[config.mk]
export PLATFORM = sky130hd
export DESIGN_NAME = sample_tick_gen
export DESIGN_NICKNAME = d
export VERILOG_FILES = /design/src/rtl/stg_pkg.sv /design/src/rtl/stg_div_regs.sv /design/src/rtl/stg_prescaler.sv /design/src/rtl/stg_divider.sv /design/src/rtl/sample_tick_gen.sv
export SDC_FILE = /design/constraint.sdc
export NUM_CORES = 1
export LEC_CHECK = 0
export BUFFER_PORTS_ARGS = -buffer_cell sky130_fd_sc_hd__buf_2
export CAP_MARGIN = 20
export CORE_AREA = 2 2 82 84
export DETAILED_ROUTE_END_ITERATION = 12
export DIE_AREA = 0 0 84 86
export PLACE_DENSITY = 0.55
export SLEW_MARGIN = 15
export SYNTH_ARGS = -nofsm -noshare
export SYNTH_HDL_FRONTEND = slang
export SYNTH_SLANG_ARGS = --single-unit
[constraint.sdc]
create_clock -name clk_i -period 5.9 [get_ports clk_i]
set_input_delay 1.18 -clock clk_i [delete_from_list [all_inputs] [get_ports clk_i]]
set_output_delay 1.18 -clock clk_i [all_outputs]
set_load 0.1 [all_outputs]
[src/rtl/stg_pkg.sv]
package stg_pkg;
  typedef enum logic {
    PRE_DIV1 = 1'b0,
    PRE_DIV4 = 1'b1
  } pre_mode_e;
endpackage

[src/rtl/stg_div_regs.sv]
module stg_div_regs #(
  parameter int DIV_W  = 16,
  parameter int BYTE_W = 8
) (
  input  logic              clk_i,
  input  logic              rst_ni,
  input  logic              lo_we_i,
  input  logic              hi_we_i,
  input  logic [BYTE_W-1:0] wdata_i,
  output logic [DIV_W-1:0]  div_o
);
  localparam int HI_W = DIV_W - BYTE_W;

  logic [BYTE_W-1:0] lo_stage_q;
  logic [DIV_W-1:0]  div_q;

  // high write commits atomically; it wins over a simultaneous low write
  always_ff @(posedge clk_i or negedge rst_ni) begin
    if (!rst_ni) begin
      lo_stage_q <= '0;
      div_q      <= '0;
    end else if (hi_we_i) begin
      div_q <= {wdata_i[HI_W-1:0], lo_stage_q};
    end else if (lo_we_i) begin
      lo_stage_q <= wdata_i;
    end
  end

  assign div_o = div_q;
endmodule

[src/rtl/stg_prescaler.sv]
module stg_prescaler
  import stg_pkg::*;
#(
  parameter int RATIO = 4
) (
  input  logic      clk_i,
  input  logic      rst_ni,
  input  pre_mode_e mode_i,
  output logic      pre_en_o
);
  localparam int CNT_W = (RATIO > 1) ? $clog2(RATIO) : 1;
  localparam logic [CNT_W-1:0] LAST = CNT_W'(RATIO - 1);

  generate
    if (RATIO > 1) begin : g_div
      logic [CNT_W-1:0] cnt_q;
      // free-running so a mode change never resets phase
      always_ff @(posedge clk_i or negedge rst_ni) begin
        if (!rst_ni)            cnt_q <= '0;
        else if (cnt_q == LAST) cnt_q <= '0;
        else                    cnt_q <= cnt_q + 1'b1;
      end
      assign pre_en_o = (mode_i == PRE_DIV1) || (cnt_q == LAST);
    end else begin : g_pass
      assign pre_en_o = 1'b1;
    end
  endgenerate
endmodule

[src/rtl/stg_divider.sv]
module stg_divider #(
  parameter int DIV_W = 16
) (
  input  logic             clk_i,
  input  logic             rst_ni,
  input  logic             pre_en_i,
  input  logic [DIV_W-1:0] div_i,
  output logic [DIV_W-1:0] cnt_o,
  output logic             tick_o
);
  localparam logic [DIV_W-1:0] ONE = DIV_W'(1);

  logic [DIV_W-1:0] cnt_q;
  logic             tick_q;
  logic             reload;
  logic             div_live;

  assign reload   = (cnt_q <= ONE);
  assign div_live = (div_i != '0);

  always_ff @(posedge clk_i or negedge rst_ni) begin
    if (!rst_ni) begin
      cnt_q  <= '0;
      tick_q <= 1'b0;
    end else begin
      tick_q <= 1'b0;
      if (pre_en_i) begin
        if (reload) begin
          cnt_q  <= div_i;   // divisor sampled only here
          tick_q <= (cnt_q == ONE) && div_live;
        end else begin
          cnt_q <= cnt_q - ONE;
        end
      end
    end
  end

  assign cnt_o  = cnt_q;
  assign tick_o = tick_q;
endmodule

[src/rtl/sample_tick_gen.sv]
module sample_tick_gen
  import stg_pkg::*;
#(
  parameter int DIV_W     = 16,
  parameter int BYTE_W    = 8,
  parameter int PRE_RATIO = 4
) (
  input  logic              clk_i,
  input  logic              rst_ni,
  input  logic              presc4_i,
  input  logic              div_lo_we_i,
  input  logic              div_hi_we_i,
  input  logic [BYTE_W-1:0] wdata_i,
  output logic              tick_o
);
  logic [DIV_W-1:0] div_w;
  logic [DIV_W-1:0] cnt_w;
  logic             pre_en_w;
  pre_mode_e        mode_w;

  assign mode_w = presc4_i ? PRE_DIV4 : PRE_DIV1;

  stg_div_regs #(.DIV_W(DIV_W), .BYTE_W(BYTE_W)) u_regs (
    .clk_i   (clk_i),
    .rst_ni  (rst_ni),
    .lo_we_i (div_lo_we_i),
    .hi_we_i (div_hi_we_i),
    .wdata_i (wdata_i),
    .div_o   (div_w)
  );

  stg_prescaler #(.RATIO(PRE_RATIO)) u_pre (
    .clk_i    (clk_i),
    .rst_ni   (rst_ni),
    .mode_i   (mode_w),
    .pre_en_o (pre_en_w)
  );

  stg_divider #(.DIV_W(DIV_W)) u_div (
    .clk_i    (clk_i),
    .rst_ni   (rst_ni),
    .pre_en_i (pre_en_w),
    .div_i    (div_w),
    .cnt_o    (cnt_w),
    .tick_o   (tick_o)
  );
endmodule

==> reports/metrics.yaml, run 1 <==
grt_pass1_vias: 1501
root_buffer: "clkbuf_8"
period_share_pct: 43.3
viasPerCell: 5.30
period_needed_ns: 2.56
async_flop_share_pct: 100
diodes: 0
io_buffers: 13
fin_setup_tns_ns: 0
grt_max_degree: 44
synth_cell_types: 44
grt_setup_unrepaired: "no"
regToRegStartpoint: "u_div.cnt_o[0]"
cp_num_buf_inv: 1
firstDrtPassIters: 4
worst_pin_slew_ns: 0.933
pwr-share-clk_pct: 24.5
setup_viol: 0
grtUsageTotal_pct: 13.5
leakage_nw: 0.996
rrSetupSlack_ns: 3.63
grt_pass1_wl_microns: 7750
nNetsFinal: 234
antenna_left: 0
clock.fmax_ghz: 0.391
cp-endpoint: "u_div.cnt_o[15]"
area.growth.synth_to_final_pct: 10.3
pwr-share-seq_pct: 47.4
worstReg2RegEnd: "u_div.cnt_o[1]"
outcome: "finished clean"
dp_hpwl_microns: 3220
io_pins: 14
cp_max_fo: 18
final-hold-violation-count: 0
die_area_sq_um: 7220
cp_slowest_stage_delay_ns: 0.44
cts_tree: "built"
cts_inserted_buffers: 5
layout.cells.non_filler: 296
finalWirelength_microns: 4530
cts.repair.resized: 0
power.net_switching_uw: 354
critical_path.endpoint_type: "flip-flop"
cp.depth: 5
grt_overflow_total: 0
worstPathCellList: "buf_2 > nand2b_1 > nand4_1 > a2111oi_0 > o32ai_1"
critPathArrivalTime_ns: 2.72
slew_viol_final: 0
die_width_microns: 84
reg2reg_depth: 6
syn_nets: 224
irDropWorstVdd_v: 0.000177
rows: 29
drive_gt1_share_pct: 21.0
intPower_uw: 596
core_sq_um: 6280
path_class: "in -> reg"
post_cts_buffers: 0
dr_total_vias: 1569
drt_iter0_markers: 163
slew-limit-headroom_pct: 37.8
routedWlPerCell_microns: 15.3
cp.required_ns: 6.07
antenna_found_initial: 0
clk_path_buf_depth: 2
power.share.switching_pct: 37.3
cts.htree.levels: 2
synthCells: 208
ys_ff_latch: 43
syn-cell-area_sq_um: 2150
critPathLaunchType: "input port"
finClkSkew_ns: 0.00835
clock_sinks: 43
synth_edf_count: 0
yosysWarnings: 0
comb_power_share_pct: 28.1
start_util_pct: 34.3
hold_path.class: "reg -> reg"
ys.flop_type: "dfrtp_1"
cp_top_family: "simple AND/OR/NAND/NOR gates"
max_cap_violations: 0
postCtsHoldBufs: 0
cp_slowest_cell: "nand2b_1"
dp.cells: 288
die_h_microns: 86
worstSetupStartpoint: "presc4_i"
seq_area_frac_synth_pct: 50.0
drc: 0
syn_avg_cell_area_sq_um: 10.3
place.gp.congestion: 0.824
power-per-cell-area_nw_per_um2: 401
clk_pin_slew_worst_paths_ns: 0.09
clk-insertion-delay-late_ns: 0.30
==> stage by stage <==
stage | hold WS [ns] | setup WS [ns] | power (mW) | instance area [sq um] | utilization, %
global route | 0.468 | 3.08 | 1.02 | 2370 | 37.8
detailed placement | 0.424 | 3.04 | 0.719 | 2260 | 36.0
floorplan | 0.403 | 3.54 | 0.649 | 2150 | -
finish | 0.431 | 3.34 | 0.950 | 2370 | 37.8
global placement | 0.414 | 3.07 | 0.720 | 2260 | 36.0
CTS | 0.435 | 3.36 | 0.955 | 2370 | 37.8
==> worst min-delay path by stage <==
stage,startpoint,end,slack (ns),depth (start not counted)
after floorplan,u_pre.g_div.cnt_q[0],u_pre.g_div.cnt_q[0],0.40,1
after global placement,u_pre.g_div.cnt_q[0],u_pre.g_div.cnt_q[0],0.41,1
after detailed placement,u_pre.g_div.cnt_q[0],u_pre.g_div.cnt_q[0],0.42,1
after CTS,u_pre.g_div.cnt_q[0],u_pre.g_div.cnt_q[0],0.44,1
after global routing,u_pre.g_div.cnt_q[0],u_pre.g_div.cnt_q[0],0.47,1
final,u_pre.g_div.cnt_q[0],u_pre.g_div.cnt_q[0],0.43,1
==> kinds of logic after synthesis <==
group           synth area share, %
buf+inv                        3.32
flops                          50.0
fa+ha+maj                      1.75
mux                            9.71
simple gates                   23.3
compound gates                 11.9
==> power by group through the flow <==
stage                     clock network [mW]  registers (mW)  logic (mW)
final                                  0.233           0.451       0.267
after global routing                   0.253           0.461       0.302
after CTS                              0.240           0.448       0.267
after detailed placement                   0           0.454       0.265
after global placement                     0           0.454       0.266
after floorplan                            0           0.431       0.218
==> synthesized netlist by cell type (2+ instances only) <==
library cell,count,area (sq um)
nor2_1,14,52.6
mux2_2,15,169
a31oi_1,2,12.5
a2bb2oi_1,2,17.5
inv_1,5,18.8
nand4_1,6,37.5
nand3_1,6,30.0
a211oi_1,5,37.5
dfrtp_1,43,1080
a41oi_1,2,17.5
nand2_1,32,120
mux2i_1,4,40.0
buf_4,2,15.0
ha_1,3,37.5
nor2b_1,2,12.5
nand2b_1,2,12.5
o21ai_0,14,70.1
nor4_1,11,68.8
clkbuf_1,6,22.5
or2_1,2,12.5
o32ai_1,2,17.5
a21oi_1,3,15.0
nor3_1,4,20.0
==> cell usage in the layout, fill, tap and decap left out, drive strengths merged, types with 3 or more instances in the layout <==
cell type	n
buf	13
clkbuf	5
nor4	12
nand4	7
mux2	15
a211oi	5
ha	3
inv	5
nand3	8
nor3	6
o21ai	14
a21oi	3
dfrtp	43
nor2	15
mux2i	4
nand2	32
==> worst register-to-register path: cells and delay by family, from the launching register on <==
family | cells | cell delay, ns
and+or+nand+nor | 3 | 0.95
DFF | 1 | 0.47
adders and majority gates | 1 | 0.35
AOI/OAI and AO/OA | 1 | 0.30
buffers and inverters | 1 | 0.11
==> final cells by class <==
cell class              instances  area, sq um
clock buffers                   5         68.8
fillers                       632         3910
well taps                      77         96.3
flip-flops and latches         43         1080
clock inverters                 3         43.8
inverters                       5         18.8
multi-input cells             150         1000
repair buffers                 13         65.1
==> per-layer routing <==
metal | routed length (microns) | part of all wire (%) | up-vias | track usage (%)
li1 | - | - | 786 | -
met1 | 2410 | 53 | 758 | 20.3
met2 | 1940 | 43 | 20 | 19.6
met3 | 124 | 2.7 | 5 | 2.69
met4 | 48 | 1.1 | 0 | 4.40
met5 | 0 | 0 | - | 0
==> state kept, by name, summed over array words and instances (netlist names) <==
name	flops
u_regs.div_o	16
u_div.tick_o	1
u_pre.g_div.cnt_q	2
u_div.cnt_o	16
u_regs.lo_stage_q	8
Note: power is estimated with default switching activity, not from simulation.
==> run 2, diff against run 1 <==
--- a/config.mk
+++ b/config.mk
@@ -5,12 +5,13 @@
 export SDC_FILE = /design/constraint.sdc
 export NUM_CORES = 1
 export LEC_CHECK = 0
+export ABC_AREA = 1
 export BUFFER_PORTS_ARGS = -buffer_cell sky130_fd_sc_hd__buf_2
 export CAP_MARGIN = 20
-export CORE_AREA = 2 2 82 84
+export CORE_AREA = 2 2 84 86
 export DETAILED_ROUTE_END_ITERATION = 12
-export DIE_AREA = 0 0 84 86
-export PLACE_DENSITY = 0.55
+export DIE_AREA = 0 0 86 88
+export PLACE_DENSITY = 0.57
 export SLEW_MARGIN = 15
 export SYNTH_ARGS = -nofsm -noshare
 export SYNTH_HDL_FRONTEND = slang
==> constraint.sdc (replaced) <==
create_clock -name clk_i -period 2.1 [get_ports clk_i]
set_input_delay 0.42 -clock clk_i [delete_from_list [all_inputs] [get_ports clk_i]]
set_output_delay 0.42 -clock clk_i [all_outputs]
set_load 0.1 [all_outputs]
==> run 2 against run 1 <==
Setup slack got worse by 2.9 ns. Sequential power grew to 2.7 times the previous value. First-iteration DRC count decreased by 29%. Final area grew 6.8%. Die area is 4.8% higher. Clock power grew to 2.5 times the previous value. Global-route usage up 0.96 points. Via count increased by 17%. Critical path type is now reg -> reg. Clock skew up 0.0023 ns. Routed wire length rose by 8.8%.
==> reports/metrics.yaml, run 2 <==
outcome: "finished clean"
viasPerCell: 4.71  # -11%
final_common_cell: "nand2_1"
intPower_mw: 1.68  # +180%
worstReg2RegEnd: "u_div.cnt_o[8]"
max_cap_violations: 0  # unchanged
io_buffers: 13  # unchanged
critPathArrivalTime_ns: 1.88  # -0.84 ns
final-hold-violation-count: 0  # unchanged
postCtsHoldBufs: 0  # unchanged
layout.cells.non_filler: 390  # +32%
syn_avg_cell_area_sq_um: 7.81  # -24%
critPathLaunchType: "flip-flop"
cp_top_family: "simple AND/OR/NAND/NOR gates"
grt_overflow_total: 0  # unchanged
finalWirelength_microns: 4920  # +8.8%
dp.cells: 382  # +33%
ys_top_cells_by_count: "92 x nand2_1, 43 x dfrtp_1, 40 x nand3_1"
setup_viol: 0  # unchanged
cp_num_buf_inv: 1  # unchanged
antenna_left: 0  # unchanged
antenna_found_initial: 0  # unchanged
place.gp.congestion: 0.829  # +0.53%
syn_nets: 308  # +38%
final_cell_mix: "92 x nand2_1, 43 x dfrtp_1, 40 x nand3_1"
dr_total_vias: 1835  # +17%
cts_tree: "built"
reg2reg_depth: 9  # +3
cts.htree.levels: 2  # unchanged
synth_area_leaders: "dfrtp_1 47%, nand2_1 15%, nand3_1 8.8%"
leakage_nw: 1.25  # +26%
synth_xor_area_share_pct: 1.15  # +1.2 points
cp_slowest_cell: "dfrtp_1"
start_util_pct: 34.3  # +0.068 points
die_area_sq_um: 7570  # +4.8%
synth_edf_count: 0  # unchanged
cp-endpoint: "u_div.cnt_o[8]"
synth_compound_area_share_pct: 5.92  # -5.9 points
nNetsFinal: 325  # +39%
slew-limit-headroom_pct: 66.2  # +28 points
irDropWorstVdd_v: 0.000424  # +140%
grt_pass1_vias: 1763  # +17%
cp_slowest_stage_delay_ns: 0.43  # about the same
synth-simple-area-share_pct: 32.5  # +9.2 points
rrSetupSlack_ns: 0.42  # -3.21 ns
yosysMostFrequentCell: "nand2_1"
io_pins: 14  # unchanged
die_width_microns: 86  # +2.4%
synth_cell_types: 25  # -43%
hold_path.class: "in -> async"
synth_top_area_share_pct: 47.2  # -2.9 points
core_sq_um: 6640  # +5.8%
slew_viol_final: 0  # unchanged
cts.repair.resized: 0  # unchanged
pwr-share-seq_pct: 42.4  # -5.0 points
cp_max_fo: 20  # +2
dp_hpwl_microns: 3640  # +13%
yosysWarnings: 0  # unchanged
clock.fmax_ghz: 0.596
diodes: 0  # unchanged
power.net_switching_mw: 1.17  # +230%
drt_iter0_markers: 116  # -29%
clk_path_buf_depth: 2  # unchanged
comb_power_share_pct: 37.1  # +9.0 points
cp.depth: 9  # +4
period_share_pct: 79.9
cp.required_ns: 2.31  # -3.76 ns
total_power_mw: 2.85  # +200%
fill_cells: 698  # +10%
power-per-cell-area_nw_per_um2: 1130  # +180%
routedWlPerCell_microns: 12.6  # -17%
area.growth.synth_to_final_pct: 11.0
period_needed_ns: 1.68
post_cts_buffers: 0  # unchanged
synthCells: 292  # +40%
ys_ff_latch: 43  # unchanged
syn-cell-area_sq_um: 2280  # +6.1%
ys.flop_type: "dfrtp_1"
cpMostUsedCell: "nand2_1"
async_flop_share_pct: 100  # unchanged
grtUsageTotal_pct: 14.5  # +0.96 points
grt_pass1_wl_microns: 8390  # +8.3%
clk_pin_slew_worst_paths_ns: 0.09  # about the same
die_h_microns: 88  # +2.3%
drive_gt1_share_pct: 15.2  # -5.8 points
path_class: "reg -> reg"
worstPathCellList: "inv_1 > ha_1 > nand2_2 > a21oi_4 > nand2_2 > nand2_1 > nand2_1 > nand2_1 > nand2_1"
power.share.switching_pct: 41.2  # +3.9 points
cts_inserted_buffers: 5  # unchanged
muxShareOfSynthArea_pct: 3.95  # -5.8 points
hold_ws_ns: 0.0660  # -0.365 ns
grt_max_degree: 32  # -27%
clock_sinks: 43  # unchanged
pwr-share-clk_pct: 20.6  # -3.9 points
seq_area_frac_synth_pct: 47.2  # -2.9 points
drc: 0  # unchanged
yosysTopAreaCell: "dfrtp_1"
worst_pin_slew_ns: 0.507  # -0.426 ns
regToRegStartpoint: "u_div.cnt_o[0]"
firstDrtPassIters: 4  # unchanged
critical_path.endpoint_type: "flip-flop"
root_buffer: "clkbuf_8"
worstSetupStartpoint: "u_div.cnt_o[0]"
fin_setup_tns_ns: 0  # unchanged
clk-insertion-delay-late_ns: 0.31  # about the same
rows: 30  # +3.4%
synth_fa_ha_area_share_pct: 1.65  # -0.10 points
synth_top_family_by_area: "simple AND/OR/NAND/NOR gates"
grt_setup_unrepaired: "no"
finClkSkew_ns: 0.0107  # +0.00235 ns
[run 2: changes by cell type in the layout (fill, tap and decap cells not counted), sizes merged, moves of 5 or more]
cell / delta
nand2: +64
nand3: +33
inv: +26
nor2: +12
nor4: -10
o21ai: +9
mux2: -7
buf: +6
a211oi: -5
nand4: -5
[run 2: power groups by stage]
stage | logic [mW] | registers [mW] | clock network, mW
3_3_place_gp | 1.05 | 1.22 | 0
4_1_cts | 1.07 | 1.21 | 0.601
2_1_floorplan | 0.861 | 1.18 | 0
6_report | 1.06 | 1.21 | 0.586
3_5_place_dp | 1.07 | 1.22 | 0
5_1_grt | 1.22 | 1.24 | 0.637
[run 2: layer usage]
metal / global-route usage [%] / share of wire (%) / vias up
met2: 23.3 / 46 / 33
met5: 0 / 0 / -
met3: 2.83 / 2.8 / 5
met1: 19.8 / 51 / 833
met4: 4.33 / 1.0 / 0
li1: - / - / 964
[run 2: logic make-up (layout without fill, tap and decap cells)]
| group | count (synthesis) | in the layout |
|---|---|---|
| and+or+nand+nor | 171 | 171 |
| DFF | 43 | 43 |
| buffers and inverters | 40 | 58 |
| AOI/OAI and AO/OA | 24 | 24 |
| muxes | 8 | 8 |
| adders and majority gates | 3 | 3 |
| xor gates and xnor gates | 3 | 3 |
[run 2: how the worst min path moves through the flow]
| stage | slack, ns | cells past startpoint | to | start |
|---|---|---|---|---|
| CTS | 0.08 | 1 | u_div.cnt_o[13] | rst_ni |
| global placement | 0.41 | 1 | u_div.cnt_o[5] | rst_ni |
| floorplan | 0.12 | 0 | u_div.cnt_o[0] | rst_ni |
| detailed placement | 0.42 | 1 | u_div.cnt_o[4] | rst_ni |
| global route | 0.09 | 1 | u_div.cnt_o[4] | rst_ni |
| finish | 0.07 | 1 | u_div.cnt_o[3] | rst_ni |
[run 2: layout make-up]
| type | count | area, sq um | share of cell area [%] |
|---|---|---|---|
| Tap cell | 80 | 100 | 3.95 |
| Timing Repair Buffer | 19 | 110 | 4.35 |
| Inverter | 31 | 116 | 4.59 |
| Multi-Input combinational cell | 209 | 1030 | 40.7 |
| Clock buffer | 6 | 82.6 | 3.26 |
| Clock inverter | 2 | 16.3 | 0.642 |
| Sequential cell | 43 | 1080 | 42.5 |
[run 2: per-stage QoR]
stage                     setup WS [ns]  util, %  cell area (sq um)
after floorplan                   0.608        -               2280
after detailed placement          0.427     36.6               2430
after global routing              0.222     38.1               2530
after global placement            0.456     36.6               2430
after CTS                         0.409     38.1               2530
final                             0.422     38.1               2530
